## src/rtl/gpio16_pkg.sv

```systemverilog
package gpio16_pkg;
  localparam int BUS_W  = 32;
  localparam int ADDR_W = 5;

  typedef enum logic [ADDR_W-1:0] {
    OFS_DIR = 5'h00,
    OFS_OUT = 5'h08,
    OFS_PIN = 5'h0C,
    OFS_IEN = 5'h10,
    OFS_CTL = 5'h14
  } reg_ofs_e;

  typedef struct packed {
    logic srst;
    logic clken;
  } ctl_t;
endpackage

```

## src/rtl/gpio16_sync.sv

```systemverilog
module gpio16_sync #(
  parameter int W      = 16,
  parameter int STAGES = 2
) (
  input  logic         clk,
  input  logic         rst,
  input  logic [W-1:0] d,
  output logic [W-1:0] q
);
  logic [W-1:0] st [STAGES];

  always_ff @(posedge clk) begin
    if (rst) begin
      for (int i = 0; i < STAGES; i++) st[i] <= '0;
    end else begin
      st[0] <= d;
      for (int i = 1; i < STAGES; i++) st[i] <= st[i-1];
    end
  end

  assign q = st[STAGES-1];
endmodule

```

## src/rtl/gpio16_irq.sv

```systemverilog
module gpio16_irq #(
  parameter int NSH = 8
) (
  input  logic           clk,
  input  logic           rst,
  input  logic           clken,
  input  logic [NSH-1:0] pins,
  input  logic [NSH-1:0] en,
  output logic           irq
);
  logic [NSH-1:0] hit;

  for (genvar g = 0; g < NSH; g++) begin : g_and
    assign hit[g] = pins[g] & en[g];
  end

  always_ff @(posedge clk) begin
    if (rst) irq <= 1'b0;
    else     irq <= clken & (|hit);
  end


  irq_gated_chk: assert property (@(posedge clk) disable iff (rst)
    !clken |=> !irq);
endmodule

```

## src/rtl/gpio16_regs.sv

```systemverilog
module gpio16_regs
  import gpio16_pkg::*;
#(
  parameter int NPINS = 16
) (
  input  logic              clk,
  input  logic              rst,
  input  logic              wr_en,
  input  logic              rd_en,
  input  logic [ADDR_W-1:0] addr,
  input  logic [BUS_W-1:0]  wdata,
  input  logic [NPINS-1:0]  pin_sync,
  output logic [NPINS-1:0]  dir_q,
  output logic [NPINS-1:0]  out_q,
  output logic [NPINS-1:0]  ien_q,
  output logic              clken,
  output logic [BUS_W-1:0]  rdata_q
);
  localparam int MASK_LSB = BUS_W / 2;
  localparam int PAD_W    = BUS_W - NPINS;

  ctl_t ctl_q;
  logic [NPINS-1:0] wmask, wval;
  logic [BUS_W-1:0] rd_mux;

  assign wmask = wdata[MASK_LSB +: NPINS];
  assign wval  = wdata[NPINS-1:0];
  assign clken = ctl_q.clken;

  always_comb begin
    case (addr)
      OFS_DIR: rd_mux = {{PAD_W{1'b0}}, dir_q};
      OFS_PIN: rd_mux = {{PAD_W{1'b0}}, (ctl_q.clken ? pin_sync : '0)};
      OFS_IEN: rd_mux = {{PAD_W{1'b0}}, ien_q};
      OFS_CTL: rd_mux = {{(BUS_W-2){1'b0}}, ctl_q};
      default: rd_mux = '0;
    endcase
  end

  always_ff @(posedge clk) begin
    if (rst) begin
      ctl_q   <= '0;
      dir_q   <= '0;
      out_q   <= '0;
      ien_q   <= '0;
      rdata_q <= '0;
    end else begin
      if (wr_en && addr == OFS_CTL) ctl_q <= ctl_t'(wdata[1:0]);
      if (ctl_q.srst) begin
        dir_q <= '0;
        out_q <= '0;
        ien_q <= '0;
      end else if (ctl_q.clken && wr_en) begin
        case (addr)
          OFS_DIR: dir_q <= wval;
          OFS_OUT: out_q <= (out_q & ~wmask) | (wval & wmask);
          OFS_IEN: ien_q <= wval;
          default: ;
        endcase
      end
      rdata_q <= rd_en ? rd_mux : '0;
    end
  end


  srst_hold_chk: assert property (@(posedge clk) disable iff (rst)
    ctl_q.srst |=> (dir_q == '0 && out_q == '0 && ien_q == '0));


  gated_write_chk: assert property (@(posedge clk) disable iff (rst)
    (!ctl_q.clken && !ctl_q.srst) |=> ($stable(dir_q) && $stable(out_q) && $stable(ien_q)));


  mask_keep_chk: assert property (@(posedge clk) disable iff (rst)
    (wr_en && addr == OFS_OUT && ctl_q.clken && !ctl_q.srst) |=>
      ((out_q & ~$past(wmask)) == ($past(out_q) & ~$past(wmask))));


  wo_read_chk: assert property (@(posedge clk) disable iff (rst)
    (rd_en && addr == OFS_OUT) |=> rdata_q == '0);
endmodule

```

## src/rtl/gpio16_port.sv

```systemverilog
module gpio16_port
  import gpio16_pkg::*;
#(
  parameter int NPINS          = 16,
  parameter int SYNC_STAGES    = 2,
  parameter int SHARED_LO      = 8,
  parameter bit ENABLE_AT_ZERO = 1'b0
) (
  input  logic              clk,
  input  logic              rst,
  input  logic              bus_wr,
  input  logic              bus_rd,
  input  logic [ADDR_W-1:0] bus_addr,
  input  logic [BUS_W-1:0]  bus_wdata,
  output logic [BUS_W-1:0]  bus_rdata,
  input  logic [NPINS-1:0]  pad_in,
  output logic [NPINS-1:0]  pad_out,
  output logic [NPINS-1:0]  pad_oe,
  output logic              irq_shared
);
  localparam int NSH = NPINS - SHARED_LO;

  logic [NPINS-1:0] pin_sync, dir_q, out_q, ien_q;
  logic [NSH-1:0]   ien_sh;
  logic             clken;

  gpio16_sync #(.W(NPINS), .STAGES(SYNC_STAGES)) u_sync (
    .clk(clk), .rst(rst), .d(pad_in), .q(pin_sync));

  gpio16_regs #(.NPINS(NPINS)) u_regs (
    .clk(clk), .rst(rst), .wr_en(bus_wr), .rd_en(bus_rd), .addr(bus_addr),
    .wdata(bus_wdata), .pin_sync(pin_sync), .dir_q(dir_q), .out_q(out_q),
    .ien_q(ien_q), .clken(clken), .rdata_q(bus_rdata));

  assign ien_sh = ENABLE_AT_ZERO ? ien_q[NSH-1:0] : ien_q[NPINS-1:SHARED_LO];

  gpio16_irq #(.NSH(NSH)) u_irq (
    .clk(clk), .rst(rst), .clken(clken), .pins(pin_sync[NPINS-1:SHARED_LO]),
    .en(ien_sh), .irq(irq_shared));

  assign pad_out = out_q;
  assign pad_oe  = dir_q;
endmodule

```

## config.mk

```make
export PLATFORM = sky130hd
export DESIGN_NAME = gpio16_port
export DESIGN_NICKNAME = d
export VERILOG_FILES = /design/src/rtl/gpio16_pkg.sv /design/src/rtl/gpio16_sync.sv /design/src/rtl/gpio16_irq.sv /design/src/rtl/gpio16_regs.sv /design/src/rtl/gpio16_port.sv
export SDC_FILE = /design/constraint.sdc
export NUM_CORES = 1
export LEC_CHECK = 0
export ABC_AREA = 1
export BUFFER_PORTS_ARGS = -buffer_cell sky130_fd_sc_hd__buf_2
export CORE_AREA = 3 3 102 104
export DETAILED_ROUTE_END_ITERATION = 7
export DIE_AREA = 0 0 105 107
export PLACE_DENSITY = 0.71
export SYNTH_ARGS = -nofsm -noshare
export SYNTH_HDL_FRONTEND = slang
export SYNTH_SLANG_ARGS = --single-unit
```

## constraint.sdc

```tcl
create_clock -name clk -period 1.62 [get_ports clk]
set_input_delay 0.162 -clock clk [delete_from_list [all_inputs] [get_ports clk]]
set_output_delay 0.162 -clock clk [all_outputs]
set_load 0.02 [all_outputs]
```

==> qor.yml, run 1 <==
synth_area_per_cell_um2: 6.87
yosysSeqAreaShare_pct: 46.0
synth-main-ff-cell: "dfxtp_1"
synth.most_common_cell: "nand2_1"
pwr_density_cell_mw_per_mm2: 845
rsz0062_at_grt: "no"
max_freq_mhz: 788
rows: 36
period_share_pct: 78.3
synth.cell_area_mm2: 0.00431
hp-class: "input port to flop"
cts_tree: "built"
fin_cells: 876
clockBufferDepth: 2
initial_core_util_pct: 44.7
synthArstFlopShare_pct: 0
place_congestion: 0.800
critPathCaptureType: "flop"
synth_compound_area_share_pct: 0
grt_pass1_vias: 3728
worstSetupStartpointType: "flop"
timing.final.ws_setup_ns: 0.351
dieArea_mm2: 0.0112
yosys_warnings: 0
overflow: 0
drc: 0
vdd_drop_max_uv: 381
fin_hold_ws_ns: 0.0356
synth_top_area_share_pct: 46.0
worst_pin_slew_ns: 0.518
drive_gt1_share_pct: 20.6
grt_max_degree: 49
cp.arrival_ns: 1.53
place_area_mm2: 0.00492
design.portCount: 122
setup_viol: 0
placed_cells: 844
htreeDepth: 3
synthSimpleGateAreaFrac_pct: 38.6
dp_hpwl_um: 7310
grt_pass1_wl_um: 16500
dp_slack_ns: 0.160
relSlewSlack_pct: 65.4
skew_ns: 0.0130
syn_inst: 627
drv_slew: 0
synthXorXnorAreaFrac_pct: 0
synthMuxAreaShare_pct: 0
core_mm2: 0.00964
cp.required_ns: 1.88
synthTopCellsByCount: "nand2_1, nor2_1, inv_1, dfxtp_1, nand4_1"
grtUsageTotal_pct: 18.0
grt_antenna_before_repair: 0
fin_area_mm2: 0.00529
cts.sinks: 99
clock_latency_ns: 0.36
detail-route-antenna-nets: 0
chipHeight_um: 107
io_buffers: 105
maxCapViolations: 0
setup_tns_ns: 0
synthTopCellsByArea: "dfxtp_1, nand2_1, nor2_1, inv_1, nand4_1"
clockRootBuffer: "clkbuf_8"
nets: 795
vias: 4023
synth_cell_type_count: 20
drtPass1Iterations: 4
synth_top_family_by_area: "simple AND/OR/NAND/NOR gates"
syn_to_final_growth_pct: 22.8
n_antenna_cell: 0
crit_type: "flop to flop"
synth-edff-count: 0
p_leak_nw: 2.88
die_x_um: 105
cts_buffers: 9
drtIter0Drc: 165
period_minus_slack_ns: 1.27
drt_wl_total_um: 10000
routedWlPerCell_um: 11.5
synth_fa_ha_area_share_pct: 0
synth-seq-cells: 99
synth_largest_area_cell: "dfxtp_1"
avgViaCountPerCell: 4.59
crit_fanout: 16
outcome: "completed"
hold_violations: 0
clk_pin_slew_ns: 0.10
## path summary, 6_finish.rpt
path	end	cells after the start	start	slack, ns
setup / recovery	u_regs.ien_q[8]$_SDFFE_PP0P_	5	u_regs.clken$_SDFFE_PP0P_	0.35
hold reg to reg	u_sync.st[0][27]$_SDFF_PP0_	2	u_sync.st[0][11]$_SDFF_PP0_	0.41
hold / removal	flop	3	bus_wdata[8]	0.04
setup reg to reg	u_regs.ien_q[8]$_SDFFE_PP0P_	5	u_regs.clken$_SDFFE_PP0P_	0.35
## worst max-delay path, stage by stage, from the launching register on
cell and delay, ns:
dfxtp_1 0.38, nand2_4 0.09, inv_1 0.40, nand3_1 0.16, nand2_1 0.10, nor2_1 0.04
## layout make-up
class,count,area (um2)
clock buffers,11,151
flip-flops and latches,99,1980
fillers,979,4350
multi-input cells,393,1740
repair buffers,133,813
well taps,133,166
inverters,102,383
clock inverters,5,61.3
## through the flow
stage,total power [mW],util [%]
after floorplan,2.75,-
after global placement,2.85,51.1
after detailed placement,2.85,51.1
after CTS,4.52,54.9
after global routing,4.66,54.9
final,4.47,54.9
## kinds of logic after synthesis
family	Yosys count
other	1
AND/OR/NAND/NOR	377
buffers and inverters	150
flip-flops	99
## placed cells by master (no fill, tap or decap), types with 2 or more instances in the layout
cell             n
nand3_1         37
buf_2          105
nor2_4           2
nand4_1         39
clkbuf_8        11
nand3_2         10
inv_1          102
buf_12           3
nor2_2           4
buf_4            9
dfxtp_1         99
dlygate4sd3_1   16
nand2_1        142
conb_1          16
nor2_1         138
clkinvlp_4       3
## power by group
part	total, mW	internal (mW)	switching, mW
Sequential	2.48	2.47	0.0121
Clock	1.65	0.801	0.847
Combinational	0.343	0.126	0.217
Total	4.47	3.40	1.08
## timing repair
item                       4_1_cts  5_1_grt
setup buffers                    0        0
setup endpoints to repair        0        0
resized for setup                0        0
hold buffers                    16        0
hold endpoints to repair        16        0
## per-layer routing
layer | track usage [%] | part of all wire [%] | up-vias
met3 | 3.01 | 4.1 | 17
met4 | 8.15 | 1.8 | 0
met5 | 0 | 0 | -
met2 | 31.8 | 50 | 86
li1 | - | - | 2071
met1 | 21.5 | 44 | 1849
No activity file was read; power rests on OpenSTA's default activity.
==> run 2, diff against run 1 <==
clock period = 1.17 ns   (was 1.62 ns; I/O delays follow)
==> run 2 against run 1 <==
  * Sequential power is 39% higher
  * Setup slack worse by 0.28 ns
  * Combinational power is 59% higher
  * Critical endpoint is now pad_oe[4]
  * Critical path depth is 4 lower
  * Core utilization is 2.9 points higher
  * Power is 39% higher
  * Critical path type is now flop to output port
  * Highest routed layer unchanged
  * Cell count is 2.4% higher
  * First-iteration DRC count is 3.6% lower
  * Design area is 5.4% higher
  * Die area stayed put
==> qor.yml, run 2 (synthesis results as in run 1) <==
drtPass1Iterations: 4
ff2ff_path_depth: 6
drv_slew: 0
outcome: "completed"
period_minus_slack_ns: 1.10
setup_viol: 0
design.portCount: 122
pwr_density_cell_mw_per_mm2: 1110
rsz0062_at_grt: "yes"
hp-class: "input port to flop"
die_x_um: 105
drtIter0Drc: 159
fillers: 940
maxCapViolations: 0
drt_wl_total_um: 10500
clk_pin_slew_ns: 0.10
chipHeight_um: 107
crit_buf_inv: 1
critPathCaptureType: "output port"
syn_to_final_growth_pct: 29.4
cp.arrival_ns: 0.99
core_mm2: 0.00964
cts_setup_buffers: 0
reg2reg_from: "u_regs.clken$_SDFFE_PP0P_"
vdd_drop_max_uv: 502
dp_hpwl_um: 7670
place_congestion: 0.819
clockBufferDepth: 2
reg2reg_slack_ns: 0.07
clockRootBuffer: "clkbuf_8"
placed_cells: 852
max_freq_mhz: 906
fin_cells: 897
p_leak_nw: 3.00
hold_depth: 3
nets: 816
grtUsageTotal_pct: 19.2
grt_pass1_vias: 3871
htreeDepth: 3
vias: 4058
rows: 36
drive_gt1_share_pct: 22.0
routedWlPerCell_um: 11.7
skew_ns: 0.00892
final_cell_mix: "nand2_1, nor2_1, buf_2"
period_share_pct: 94.4
cts.sinks: 99
avgViaCountPerCell: 4.52
detail-route-antenna-nets: 0
cts_buffers: 9
n_antenna_cell: 0
grt_pass1_wl_um: 17500
crit_type: "flop to output port"
grt_antenna_before_repair: 0
grt_max_degree: 49
critical_path.cell_chain: "buf_2"
crit_fanout: 3
slowest_stage: "dfxtp_1"
io_buffers: 105
hold_violations: 0
overflow: 0
fin_hold_ws_ns: 0.0100
final_common_cell: "nand2_1"
cp.required_ns: 1.05
min-delay-start: "bus_wdata[5]"
drc: 0
cp_top_family: "flip-flops"
worstSetupStartpointType: "flop"
clock_latency_ns: 0.37
slowest_delay_ns: 0.42
initial_core_util_pct: 44.7
cts_tree: "built"
dieArea_mm2: 0.0112
run 2: repair_timing:
| action | CTS | global route |
|---|---|---|
| hold buffers | 29 | 0 |
| gates resized for setup | 0 | 8 |
| hold endpoints to repair | 29 | 0 |
| setup endpoints to repair | 0 | 48 |
run 2: area by class of cell:
cell class | instances | area [um2] | share of cell area, %
flip-flops and latches | 99 | 1980 | 35.6
multi-input cells | 393 | 1780 | 31.9
repair buffers | 154 | 1070 | 19.1
inverters | 102 | 383 | 6.86
well taps | 133 | 166 | 2.98
clock buffers | 10 | 138 | 2.47
clock inverters | 6 | 65.1 | 1.17
run 2: report_power, final:
part | total [mW] | switching (mW) | internal, mW
registers | 3.44 | 0.0178 | 3.42
logic | 0.545 | 0.319 | 0.227
clock network | 2.23 | 1.18 | 1.05
run 2: metrics by stage:
step           power, mW  setup slack (ns)  setup TNS (ns)  cell area (um2)  util [%]
2_1_floorplan       3.81            0.0235               0             4370         -
3_3_place_gp        3.97            0.0538               0             5050      52.4
3_5_place_dp        3.98         -0.000839       -0.000839             5050      52.4
4_1_cts             6.28            0.0166               0             5540      57.5
5_1_grt             6.48           -0.0399          -0.161             5580      57.9
6_report            6.21            0.0660               0             5580      57.9
run 2: how the worst max path moves through the flow:
stage | from | endpoint | slack, ns | cells past startpoint
after floorplan | u_regs.clken$_SDFFE_PP0P_ | flop | 0.02 | 7
after global placement | bus_addr[1] | u_regs.ien_q[9]$_SDFFE_PP0P_ | 0.05 | 8
after detailed placement | bus_addr[1] | u_regs.ien_q[14]$_SDFFE_PP0P_ | -0.0008 | 8
after CTS | u_regs.clken$_SDFFE_PP0P_ | flop | 0.02 | 6
after global routing | u_regs.clken$_SDFFE_PP0P_ | flop | -0.04 | 7
final | u_regs.dir_q[4]$_SDFFE_PP0P_ | pad_oe[4] | 0.07 | 1
run 2: worst register-to-register path, cell delays in order (launching register included):
cell	delay (ns)
dfxtp_2	0.37
nand2_4	0.09
nor2_4	0.11
buf_12	0.17
nand3_1	0.11
nor2_1	0.11
nor2_1	0.05
run 2: metal layers:
layer / GRT usage [%] / vias up / part of all wire, %
met1: 22.3 / 1826 / 43
met5: 0 / - / 0
li1: - / 2114 / -
met3: 4.82 / 20 / 4.5
met4: 7.22 / 0 / 2.1
met2: 34.0 / 98 / 50
